`config.mk`:
```
export PLATFORM = sky130hd
export DESIGN_NAME = flash_reprog_ctl
export DESIGN_NICKNAME = d
export VERILOG_FILES = /design/src/rtl/flash_ctl_pkg.sv /design/src/rtl/flash_seq_tracker.sv /design/src/rtl/flash_ready_track.sv /design/src/rtl/flash_mode_fsm.sv /design/src/rtl/flash_reprog_ctl.sv
export SDC_FILE = /design/constraint.sdc
export NUM_CORES = 1
export LEC_CHECK = 0
export ABC_CLOCK_PERIOD_IN_PS = 3150
export BUFFER_PORTS_ARGS = -buffer_cell sky130_fd_sc_hd__buf_2
export CORE_MARGIN = 3
export CORE_UTILIZATION = 44
export CTS_BUF_LIST = sky130_fd_sc_hd__clkbuf_16
export DETAILED_ROUTE_END_ITERATION = 6
export PLACE_DENSITY = 0.81
export SLEW_MARGIN = 20
export SYNTH_ARGS = -nofsm -noshare
export SYNTH_HDL_FRONTEND = slang
export SYNTH_HIERARCHICAL = 1
export SYNTH_SLANG_ARGS = --single-unit
```
`constraint.sdc`:
```
create_clock -name clk -period 3.15 [get_ports clk]
set_input_delay 0.1575 -clock clk [delete_from_list [all_inputs] [get_ports clk]]
set_output_delay 0.1575 -clock clk [all_outputs]
set_load 0.03 [all_outputs]
```
`src/rtl/flash_ctl_pkg.sv`:
```
package flash_ctl_pkg;

    localparam int CMD_W = 3;

    localparam int POS_READY  = 0;
    localparam int POS_MODE   = 1;
    localparam int POS_NOLOCK = 2;
    localparam int POS_FRST   = 3;
    localparam int POS_AREA   = 5;

    localparam logic [CMD_W-1:0] CMD_PAGE_PROG      = 3'd1;
    localparam logic [CMD_W-1:0] CMD_BLOCK_ERASE    = 3'd2;
    localparam logic [CMD_W-1:0] CMD_ERASE_UNLOCKED = 3'd3;
    localparam logic [CMD_W-1:0] CMD_LOCK_PROG      = 3'd4;

    typedef enum logic [1:0] {
        MODE_NORMAL        = 2'd0,
        MODE_REPROG        = 2'd1,
        MODE_REPROG_NOLOCK = 2'd2
    } mode_e;

    typedef enum logic {
        SEQ_IDLE   = 1'b0,
        SEQ_PRIMED = 1'b1
    } seq_e;

    function automatic logic cmd_tracks_busy(input logic [CMD_W-1:0] c);
        return (c == CMD_PAGE_PROG) || (c == CMD_BLOCK_ERASE) ||
               (c == CMD_ERASE_UNLOCKED) || (c == CMD_LOCK_PROG);
    endfunction

endpackage

```
`src/rtl/flash_seq_tracker.sv`:
```
module flash_seq_tracker
    import flash_ctl_pkg::*;
#(
    parameter logic PRIME_VAL = 1'b0
) (
    input  logic clk,
    input  logic rst_n,
    input  logic step,
    input  logic clear,
    input  logic bit_val,
    output logic fire
);

    seq_e state_q;
    seq_e state_d;

    always_comb begin
        state_d = state_q;
        if (clear) begin
            state_d = SEQ_IDLE;
        end else if (step) begin
            unique case (state_q)
                SEQ_IDLE:   state_d = (bit_val == PRIME_VAL) ? SEQ_PRIMED : SEQ_IDLE;
                SEQ_PRIMED: state_d = (bit_val == PRIME_VAL) ? SEQ_PRIMED : SEQ_IDLE;
                default:    state_d = SEQ_IDLE;
            endcase
        end
    end

    always_ff @(posedge clk or negedge rst_n) begin
        if (!rst_n) state_q <= SEQ_IDLE;
        else        state_q <= state_d;
    end

    always_comb begin
        fire = (state_q == SEQ_PRIMED) && step && !clear && (bit_val != PRIME_VAL);
    end

endmodule

```
`src/rtl/flash_ready_track.sv`:
```
module flash_ready_track
    import flash_ctl_pkg::*;
(
    input  logic             clk,
    input  logic             rst_n,
    input  logic             wsm_busy,
    input  logic [CMD_W-1:0] wsm_cmd,
    output logic             ready
);

    always_ff @(posedge clk or negedge rst_n) begin
        if (!rst_n) begin
            ready <= 1'b1;
        end else if (cmd_tracks_busy(wsm_cmd)) begin
            ready <= !wsm_busy;
        end
    end

endmodule

```
`src/rtl/flash_mode_fsm.sv`:
```
module flash_mode_fsm
    import flash_ctl_pkg::*;
(
    input  logic  clk,
    input  logic  rst_n,
    input  logic  arm_mode,
    input  logic  drop_mode,
    input  logic  arm_nolock,
    input  logic  drop_nolock,
    output mode_e mode
);

    mode_e mode_q;
    mode_e mode_d;

    always_comb begin
        mode_d = mode_q;
        unique case (mode_q)
            MODE_NORMAL: begin
                if (arm_mode) mode_d = MODE_REPROG;
            end
            MODE_REPROG: begin
                if (drop_mode)       mode_d = MODE_NORMAL;
                else if (arm_nolock) mode_d = MODE_REPROG_NOLOCK;
            end
            MODE_REPROG_NOLOCK: begin
                if (drop_mode)        mode_d = MODE_NORMAL;
                else if (drop_nolock) mode_d = MODE_REPROG;
            end
            default: mode_d = MODE_NORMAL;
        endcase
    end

    always_ff @(posedge clk or negedge rst_n) begin
        if (!rst_n) mode_q <= MODE_NORMAL;
        else        mode_q <= mode_d;
    end

    assign mode = mode_q;

endmodule

```
`src/rtl/flash_reprog_ctl.sv`:
```
module flash_reprog_ctl
    import flash_ctl_pkg::*;
#(
    parameter int                ADDR_W   = 8,
    parameter logic [ADDR_W-1:0] REG_ADDR = 8'h40
) (
    input  logic              clk,
    input  logic              rst_n,
    input  logic              bus_wr,
    input  logic [ADDR_W-1:0] bus_addr,
    input  logic [7:0]        bus_wdata,
    output logic [7:0]        bus_rdata,
    input  logic              fetch_gate,
    input  logic              wsm_busy,
    input  logic [2:0]        wsm_cmd,
    input  logic              boot_strap,
    output logic              reprog_en,
    output logic              lock_bypass,
    output logic              flash_rst,
    output logic              user_area_sel
);

    logic  hit_wr, other_wr, key_wr, dep_wr, gated_wr;
    logic  mode_on;
    logic  arm_mode, arm_nolock, rst_fire;
    logic  drop_mode, drop_nolock;
    logic  ready;
    logic  frst_q, area_q, pulse_q;
    mode_e mode;
    logic  unused_wbits;

    assign unused_wbits = ^{bus_wdata[7:6], bus_wdata[4], bus_wdata[0]};

    // write qualification
    always_comb begin
        hit_wr      = bus_wr && (bus_addr == REG_ADDR);
        other_wr    = bus_wr && (bus_addr != REG_ADDR);
        gated_wr    = hit_wr && fetch_gate;
        key_wr      = hit_wr && !fetch_gate;
        mode_on     = (mode != MODE_NORMAL);
        dep_wr      = hit_wr && mode_on;
        drop_mode   = key_wr && !bus_wdata[POS_MODE];
        drop_nolock = dep_wr && !bus_wdata[POS_NOLOCK];
    end

    flash_seq_tracker #(.PRIME_VAL(1'b0)) u_seq_mode (
        .clk     (clk),
        .rst_n   (rst_n),
        .step    (key_wr),
        .clear   (other_wr || gated_wr),
        .bit_val (bus_wdata[POS_MODE]),
        .fire    (arm_mode)
    );

    flash_seq_tracker #(.PRIME_VAL(1'b0)) u_seq_nolock (
        .clk     (clk),
        .rst_n   (rst_n),
        .step    (dep_wr),
        .clear   (other_wr || !mode_on),
        .bit_val (bus_wdata[POS_NOLOCK]),
        .fire    (arm_nolock)
    );

    flash_seq_tracker #(.PRIME_VAL(1'b1)) u_seq_frst (
        .clk     (clk),
        .rst_n   (rst_n),
        .step    (key_wr && mode_on),
        .clear   (other_wr || gated_wr || !mode_on),
        .bit_val (bus_wdata[POS_FRST]),
        .fire    (rst_fire)
    );

    flash_mode_fsm u_mode (
        .clk         (clk),
        .rst_n       (rst_n),
        .arm_mode    (arm_mode),
        .drop_mode   (drop_mode),
        .arm_nolock  (arm_nolock),
        .drop_nolock (drop_nolock),
        .mode        (mode)
    );

    flash_ready_track u_ready (
        .clk      (clk),
        .rst_n    (rst_n),
        .wsm_busy (wsm_busy),
        .wsm_cmd  (wsm_cmd),
        .ready    (ready)
    );

    // stored bits: reset bit, area bit, reset pulse
    always_ff @(posedge clk or negedge rst_n) begin
        if (!rst_n) begin
            frst_q  <= 1'b0;
            area_q  <= 1'b0;
            pulse_q <= 1'b0;
        end else begin
            pulse_q <= rst_fire;
            if (!mode_on || drop_mode) frst_q <= 1'b0;
            else if (key_wr)           frst_q <= bus_wdata[POS_FRST];
            if (hit_wr) area_q <= bus_wdata[POS_AREA];
        end
    end

    // outputs
    always_comb begin
        bus_rdata             = 8'h00;
        bus_rdata[POS_READY]  = ready;
        bus_rdata[POS_MODE]   = mode_on;
        bus_rdata[POS_NOLOCK] = (mode == MODE_REPROG_NOLOCK);
        bus_rdata[POS_FRST]   = frst_q;
        bus_rdata[POS_AREA]   = area_q;
        reprog_en             = mode_on;
        lock_bypass           = (mode == MODE_REPROG_NOLOCK);
        flash_rst             = pulse_q;
        user_area_sel         = !boot_strap || area_q;
    end

endmodule


```
==> results of run 1 <==
-- power by group --
part           switching (mW)  leakage (nW)  total [mW]  internal, mW
Clock                  0.0573        0.0409       0.225         0.167
Sequential           0.000897         0.122       0.120         0.119
Combinational          0.0264         0.256      0.0427        0.0163
-- registers in the layout, summed over array words and instances (netlist names) --
name / cells
u_mode/mode: 2
area_q: 1
flash_rst: 1
frst_q: 1
u_ready/ready: 1
u_seq_frst/state_q: 1
u_seq_mode/state_q: 1
u_seq_nolock/state_q: 1
-- per-layer routing --
layer,global-route usage (%),part of all wire [%]
met1,16.3,42
met2,23.6,49
met3,2.54,6.9
met4,15.1,2.2
met5,0,0
-- path summary, 6_finish.rpt --
kind	from	endpoint	slack, ns	depth (start not counted)
worst max-delay path	u_mode/mode[0]	u_mode/mode[0]	1.51	5
worst min-delay path	wsm_busy	u_ready/ready	0.07	2
max in group asynchronous	rst_n	u_ready/ready	2.59	2
worst max register to register	u_mode/mode[0]	u_mode/mode[0]	1.51	5
worst min register to register	u_ready/ready	u_ready/ready	0.49	2
min in group asynchronous	rst_n	u_seq_mode/state_q	0.32	2
-- critical path: cells and delay by family (launching register included) --
family / cells / cell delay [ns]
AO/OA/AOI/OAI: 1 / 0.14
flip-flops: 1 / 0.43
AND/OR/NAND/NOR: 4 / 1.01
-- timing repair --
item / in CTS / in global routing
gates resized for setup: 0 / 0
hold buffers: 1 / 0
endpoints found under the hold margin: 8 / 0
-- Yosys cell counts, drive strengths merged --
master,instances
buf,8
dfrtp,8
nor2,6
inv,4
nand2,4
nor3,4
a211oi,2
and4b,2
mux2i,2
nand3,2
nor4,2
nor4b,2
a211o,1
a21o,1
a21oi,1
a31oi,1
conb,1
dfstp,1
mux2,1
nand2b,1
nand3b,1
nand4,1
nor2b,1
nor4bb,1
o21a,1
o21ai,1
o31ai,1
or2,1
or3b,1
-- area by class of cell --
class,instances,area (µm²)
inverter,4,15.0
timing repair buffer,30,155
clock buffer,3,75.1
fill,100,393
tap,14,17.5
clock inverter,1,5.00
multi-input combinational,44,314
sequential,9,226
-- logic make-up (layout without fill, tap and decap cells) --
group                  Yosys count  count (layout)  synth area share (%)
AOI/OAI and AO/OA                9               9                  10.9
buffers and inverters           12              38                  12.3
DFF                              9               9                  37.2
muxes                            3               3                  5.14
other                            1               3                 0.617
and+or+nand+nor                 29              29                  33.7
-- per-stage QoR --
| stage | setup slack, ns | hold slack (ns) | instances | area, µm² | util (%) |
|---|---|---|---|---|---|
| finish | 1.51 | 0.0718 | 105 | 808 | 67.3 |
| CTS | 1.55 | 0.0677 | 105 | 808 | 67.3 |
| detailed placement | 1.38 | 0.0217 | 100 | 718 | 59.8 |
| floorplan | 1.65 | -0.138 | 65 | 616 | - |
| global route | 1.33 | 0.0773 | 105 | 808 | 67.3 |
| global placement | 1.43 | 0.0178 | 100 | 718 | 59.8 |
==> flow_summary.ini, run 1 <==
[route]
drcViolationCount = 0
routed_wl_mm = 1.32
postRouteAntennaNets = 0
vias = 566
wl_per_cell_um = 12.5
avgViaCountPerCell = 5.39
first_pass_iters = 4
drtIter0Drc = 2

[sta]
rsz0062_at_grt = no
fin_skew_ns = 0.00162
min_period_ns = 1.64
fin_crit_sh_pct = 52.1
final_hold_viol_count = 0
final-max-slew-violation-count = 0
fmax_ghz = 0.610
setup_tns_ns = 0
setup_viol = 0

[global_route]
groute.usage.overall_pct = 15.0
grt_pass1_vias = 492
antenna_found_initial = 0
grt_max_degree = 10
grt_pass1_wl_mm = 1.99
overflow = 0

[floorplan]
start_util_pct = 50.6
die_y_um = 43.2
coreArea_mm2 = 0.00120
dieWidth_um = 43.2
rows = 12
die_area_mm2 = 0.00186
ioPinCount = 37

[clocking]
htree_num_levels = 1
post_cts_buffers = 0
cts_root_buf = clkbuf_16
cts_tree = done
insertion_delay_ns = 0.23
cts_max_path_buffers = 2
clk_pin_slew_ns = 0.04
cts_buffers = 3
cts.sinks = 9

[placement]
place.gp.congestion = 0.785
io_buffers = 29

[run]
cap_violations = 0

[worst_setup_path]
cp_max_fo = 7
max_stage_delay_ns = 0.43
cp-start-kind = register
required_ns = 3.32
cp_data_arrival_time_ns = 1.81
worstSetupPathType = reg2reg
crit_path_top_delay_cell = dfrtp_1
crit_path_cell_trace = nor2_1 > nor3_1 > and4b_1 > nor4b_1 > a211o_1
end_kind = register

[outcome]
run_status = completed

[synth]
yosys.area.top_type_share_pct = 32.9
synth_area_um2 = 608
synth_seq_cells = 9
synth_area_per_cell_um2 = 9.65
postSynthCellCount = 63
ys_warn_count = 6
ys_seq_area_share_pct = 37.2
yosys.area.top_type = dfrtp_1
synthTopCellsByArea = dfrtp_1 33%, buf_4 9.9%, dfstp_2 4.3%
yosysUniqueCellTypes = 31

[finish]
fin_nets = 117
diodes = 0
area_delta_synth_final_pct = 32.9
layout-drive-gt1-share_pct = 41.8
final_cell_mix = 29 x buf_2, 8 x dfrtp_1, 6 x nor2_1
layout_commonest_cell = buf_2

[power_and_ir_drop]
p_total_mw = 0.388
ir_drop_mv = 0.223
p_leak_nw = 0.419
power_density_mw_per_mm2 = 480

[min_path]
hp-class = in2reg
No activity file was read; power rests on OpenSTA's default activity.
==> run 2: changes to the inputs <==
Settings changed: ABC_AREA from default to 1, ABC_CLOCK_PERIOD_IN_PS 3150 to 1390, CORE_UTILIZATION 44 to 38, PLACE_DENSITY 0.81 to 0.73.
Clock period 3.15 ns to 1.39 ns, I/O delays scaled along.
==> run 2 against run 1 <==
Effect of this change:
- sequential share of layout area down 2.9 points
- register-to-register slack worse by 1.3 ns
- utilization down 11 points
- worst hold slack worse by 0.035 ns
- final cell count up 50%
- via count up 19%
- count of clock-buffer cells in the layout unchanged
- setup slack worse by 1.3 ns
- area after synthesis up 11%
- clock power up 120%
- synthesized cell count up 65%
==> flow_summary.ini, run 2 <==
[outcome]
run_status = completed

[global_route]
antenna_found_initial = 0
grt_pass1_wl_mm = 2.13
groute.usage.overall_pct = 13.6
grt_max_degree = 10
grt_pass1_vias = 550
overflow = 0

[finish]
diodes = 0
fill_cells = 146
fin_nets = 160
largest_reg_flops = 2
final_cell_mix = 29 x buf_2, 26 x nand2_1, 21 x inv_1
layout-drive-gt1-share_pct = 37.3
layout_commonest_cell = buf_2
final_util_pct = 56.6
area_delta_synth_final_pct = 34.0

[synth]
ys_warn_count = 6
synth_common_cells = 26 x nand2_1, 20 x inv_1, 14 x nor2_1, 8 x buf_4, 8 x dfrtp_1
synth_area_per_cell_um2 = 6.47
synth_area_um2 = 673
async_reset_ff_share_pct = 100
synth_seq_cells = 9
yosysMostFrequentCell = nand2_1
yosys.area.top_type = dfrtp_1
yosys.area.top_type_share_pct = 29.7
synthTopCellsByArea = dfrtp_1 30%, nand2_1 14%, inv_1 11%
yosysUniqueCellTypes = 17
ys_seq_area_share_pct = 33.6
postSynthCellCount = 104
ys.flop_type = dfrtp_1
synth_enable_flop_cells = 0

[power_and_ir_drop]
power_density_mw_per_mm2 = 958
p_leak_nw = 0.522
ir_drop_mv = 0.774

[worst_setup_path]
cp-start-kind = register
required_ns = 1.55
cp_top_family = simple AND/OR/NAND/NOR gates
crit_path_cell_trace = nor2_1 > inv_2 > nand3_1 > inv_1 > nand2_1 > nor2_2 > nor2_1 > nand3_1 > o21ai_2
end_kind = register
crit_path_top_delay_cell = dfrtp_1
worstSetupPathType = reg2reg
cp_data_arrival_time_ns = 1.38
cp_max_fo = 6
max_stage_delay_ns = 0.37
worst-path-buf-inv = 2

[floorplan]
die_area_mm2 = 0.00231
start_util_pct = 42.2
rows = 14
ioPinCount = 37
dieWidth_um = 48.1
die_y_um = 48.1
coreArea_mm2 = 0.00159

[clocking]
htree_num_levels = 1
clk_pin_slew_ns = 0.04
cts_tree = done
cts.sinks = 9
insertion_delay_ns = 0.23
cts_max_path_buffers = 2
cts_buffers = 3
post_cts_buffers = 0
cts_root_buf = clkbuf_16

[sta]
fin_skew_ns = 0.000552
min_period_ns = 1.22
final-max-slew-violation-count = 0
final_hold_viol_count = 0
rsz0062_at_grt = no
fmax_ghz = 0.821
setup_viol = 0
fin_crit_sh_pct = 87.6
setup_tns_ns = 0

[placement]
io_buffers = 29
place.gp.congestion = 0.706
dp_hpwl_mm = 1.11

[route]
avgViaCountPerCell = 4.26
postRouteAntennaNets = 0
first_pass_iters = 4
drcViolationCount = 0
wl_per_cell_um = 8.50
drtIter0Drc = 14
vias = 673
routed_wl_mm = 1.34

[min_path]
hp-class = in2reg

[run]
cap_violations = 0
-- run 2: stage by stage --
| stage | cell area [µm²] | std cells | hold slack, ns | setup WS [ns] | power (mW) |
|---|---|---|---|---|---|
| after global placement | 811 | 153 | -0.0709 | 0.154 | 0.370 |
| after floorplan | 681 | 106 | -0.226 | 0.109 | 0.338 |
| after CTS | 900 | 158 | 0.0386 | 0.142 | 0.876 |
| after global routing | 902 | 158 | 0.0801 | 0.0000775 | 0.903 |
| after detailed placement | 811 | 153 | -0.0682 | 0.118 | 0.372 |
| final | 902 | 158 | 0.0365 | 0.173 | 0.865 |
-- run 2: timing repair --
item,in CTS,in global routing
endpoints found under the hold margin,9,0
gates resized for setup,0,1
setup endpoints to repair,0,1
hold buffers,1,0
-- run 2: kinds of logic (layout without fill, tap and decap cells) --
| logic type | after synthesis | count (layout) | share of synthesized area [%] |
|---|---|---|---|
| buffers and inverters | 30 | 58 | 21.2 |
| and+or+nand+nor | 59 | 59 | 40.3 |
| DFF | 9 | 9 | 33.6 |
| other | 1 | 3 | 0.557 |
| AOI/OAI and AO/OA | 5 | 5 | 4.27 |
-- run 2: where the power goes --
group          internal (mW)  leakage, nW  switching, mW
Sequential             0.271        0.117        0.00227
Combinational         0.0362        0.362         0.0608
Clock                  0.375       0.0423          0.119
Total                  0.682        0.522          0.182
-- run 2: area by class of cell --
cell class	instances	area [µm²]	area share [%]
multi-input cells	67	314	34.8
flip-flops and latches	9	226	25.1
repair buffers	32	170	18.9
inverters	22	82.6	9.15
clock buffers	3	75.1	8.32
well taps	24	30.0	3.33
clock inverters	1	3.75	0.416
-- run 2: metal layers --
metal	vias to the layer above	share of wire (%)	GRT usage (%)
met5	-	0	0
met4	0	0	4.84
met3	0	7.7	6.64
met2	25	47	21.6
met1	290	45	15.8
li1	358	-	-
-- run 2: worst paths after layout --
kind / slack, ns / end / from / depth (start not counted)
setup / recovery: 0.17 / u_mode/mode[0] / u_mode/mode[0] / 9
min in group asynchronous: 0.21 / u_seq_nolock/state_q / rst_n / 2
setup reg to reg: 0.17 / u_mode/mode[0] / u_mode/mode[0] / 9
hold / removal: 0.04 / u_ready/ready / wsm_busy / 4
hold reg to reg: 0.48 / u_seq_frst/state_q / u_seq_frst/state_q / 2
max in group asynchronous: 0.93 / u_ready/ready / rst_n / 2
-- run 2: worst min-delay path, delay by kind of cell --
kind | cells | cell delay [ns]
buf+inv | 2 | 0.10
simple gates | 2 | 0.09
==> run 3: changes to the inputs <==
Settings changed: BUFFER_PORTS_ARGS -buffer_cell sky130_fd_sc_hd__buf_2 to default, CORE_AREA from default to 3 3 40 42, CORE_MARGIN 3 to default, CORE_UTILIZATION 38 to default, DIE_AREA from default to 0 0 43 45, DONT_BUFFER_PORTS from default to 1, PLACE_DENSITY 0.73 to 0.68, REMOVE_ABC_BUFFERS from default to 1.
==> run 3 against run 2 <==
Effect of this change:
- combinational power shrank 38%
- routed wire length grew 1.9%
- utilization grew 5.3 points
- largest power group unchanged
==> flow_summary.ini, run 3 (synthesis results as in run 2) <==
[sta]
setup_viol = 0
fin_skew_ns = 0.00153
setup_tns_ns = 0
min_period_ns = 1.26
fmax_ghz = 0.796
fin_crit_sh_pct = 90.4
rsz0062_at_grt = no
final_hold_viol_count = 0
final-max-slew-violation-count = 0

[clocking]
post_cts_resized = 0
cts.sinks = 9
post_cts_buffers = 0
cts_max_path_buffers = 2
ctsHoldBuffers = 4
cts_root_buf = clkbuf_16
htree_num_levels = 1
cts_tree = done
insertion_delay_ns = 0.24
clk_pin_slew_ns = 0.04
cts_buffers = 3

[placement]
dp_hpwl_mm = 1.04
io_buffers = 0
post_dp_cell_area_um2 = 677
place.gp.congestion = 0.785
dpl.cell_count = 118

[worst_setup_path]
cp-start-kind = register
worstSetupPathType = reg2reg
startpoint = u_mode/mode[1]
required_ns = 1.51
r2r-start = u_mode/mode[1]
cp_data_arrival_time_ns = 1.38
cp_max_fo = 5
end_kind = register
worstRegToRegCells = 9
r2r_setup_slack_ns = 0.13
r2r_end = u_mode/mode[0]

[finish]
diodes = 0
layout.cells.non_filler = 126
stdcell_area_um2 = 796
largest_reg_flops = 2
final_util_pct = 61.9
final_cell_mix = 26 x nand2_1, 21 x inv_1, 14 x nor2_1
fill_cells = 132
layout-drive-gt1-share_pct = 20.7
layout_commonest_cell = nand2_1
fin_nets = 137
area_delta_synth_final_pct = 18.2

[floorplan]
die_y_um = 45
start_util_pct = 52.4
die_area_mm2 = 0.00194
coreArea_mm2 = 0.00128
ioPinCount = 37
dieWidth_um = 43
rows = 13

[route]
drtIter0Drc = 11
routed_wl_mm = 1.37
postRouteAntennaNets = 0
drcViolationCount = 0
avgViaCountPerCell = 4.79
vias = 604
first_pass_iters = 3
wl_per_cell_um = 10.9

[power_and_ir_drop]
ir_drop_mv = 0.523
power_density_mw_per_mm2 = 1070
p_total_mw = 0.848
p_leak_nw = 0.428

[global_route]
grt_max_degree = 10
grt_pass1_wl_mm = 2.30
overflow = 0
antenna_found_initial = 0
grt_pass1_vias = 589
groute.usage.overall_pct = 16.6

[run]
cap_violations = 0

[min_path]
worst_hold_startpoint = bus_wr
hold_path_end = area_q
hp-class = in2reg
hold_depth = 2

[outcome]
run_status = completed
## run 3: layout make-up
class	count	area [µm²]	area share, %
well taps	15	18.8	2.36
repair buffers	9	77.6	9.75
clock buffers	3	75.1	9.43
multi-input cells	67	312	39.2
inverters	22	82.6	10.4
flip-flops and latches	9	226	28.5
clock inverters	1	3.75	0.472
## run 3: power by group
group          total (mW)  switching, mW  internal, mW
logic              0.0602         0.0398        0.0204
clock network       0.506          0.129         0.376
registers           0.282         0.0105         0.272
total               0.848          0.180         0.668
## run 3: worst max path at each step
stage	endpoint	slack, ns	cells after the start
2_1_floorplan	u_mode/mode[0]	-0.005	9
6_report	u_mode/mode[0]	0.13	9
3_3_place_gp	u_mode/mode[0]	0.20	9
4_1_cts	u_mode/mode[0]	0.13	9
5_1_grt	u_mode/mode[0]	0.01	9
3_5_place_dp	u_mode/mode[0]	0.16	9
## run 3: routing by layer
| layer | wire length, µm | up-vias | GRT usage, % | part of all wire (%) |
|---|---|---|---|---|
| met1 | 565 | 263 | 19.1 | 41 |
| met3 | 133 | 5 | 4.78 | 9.7 |
| met4 | 40 | 0 | 12.7 | 2.9 |
| met5 | 0 | - | 0 | 0 |
| li1 | - | 311 | - | - |
| met2 | 629 | 25 | 26.0 | 46 |
## run 3: metrics by stage
| stage | worst slack [ns] | hold WS (ns) |
|---|---|---|
| finish | 0.134 | 0.00619 |
| global route | 0.0147 | 0.0212 |
| CTS | 0.134 | 0.00526 |
| detailed placement | 0.164 | -0.226 |
| global placement | 0.203 | -0.226 |
| floorplan | -0.00526 | -0.226 |
## run 3: critical path, stage by stage, from the launching register on
cell     delay (ns)
dfrtp_1        0.36
nor2_1         0.06
inv_2          0.09
nand3_1        0.13
inv_1          0.10
nand2_1        0.07
nor2_1         0.15
nor2_1         0.06
nand3_1        0.07
o21ai_2        0.05
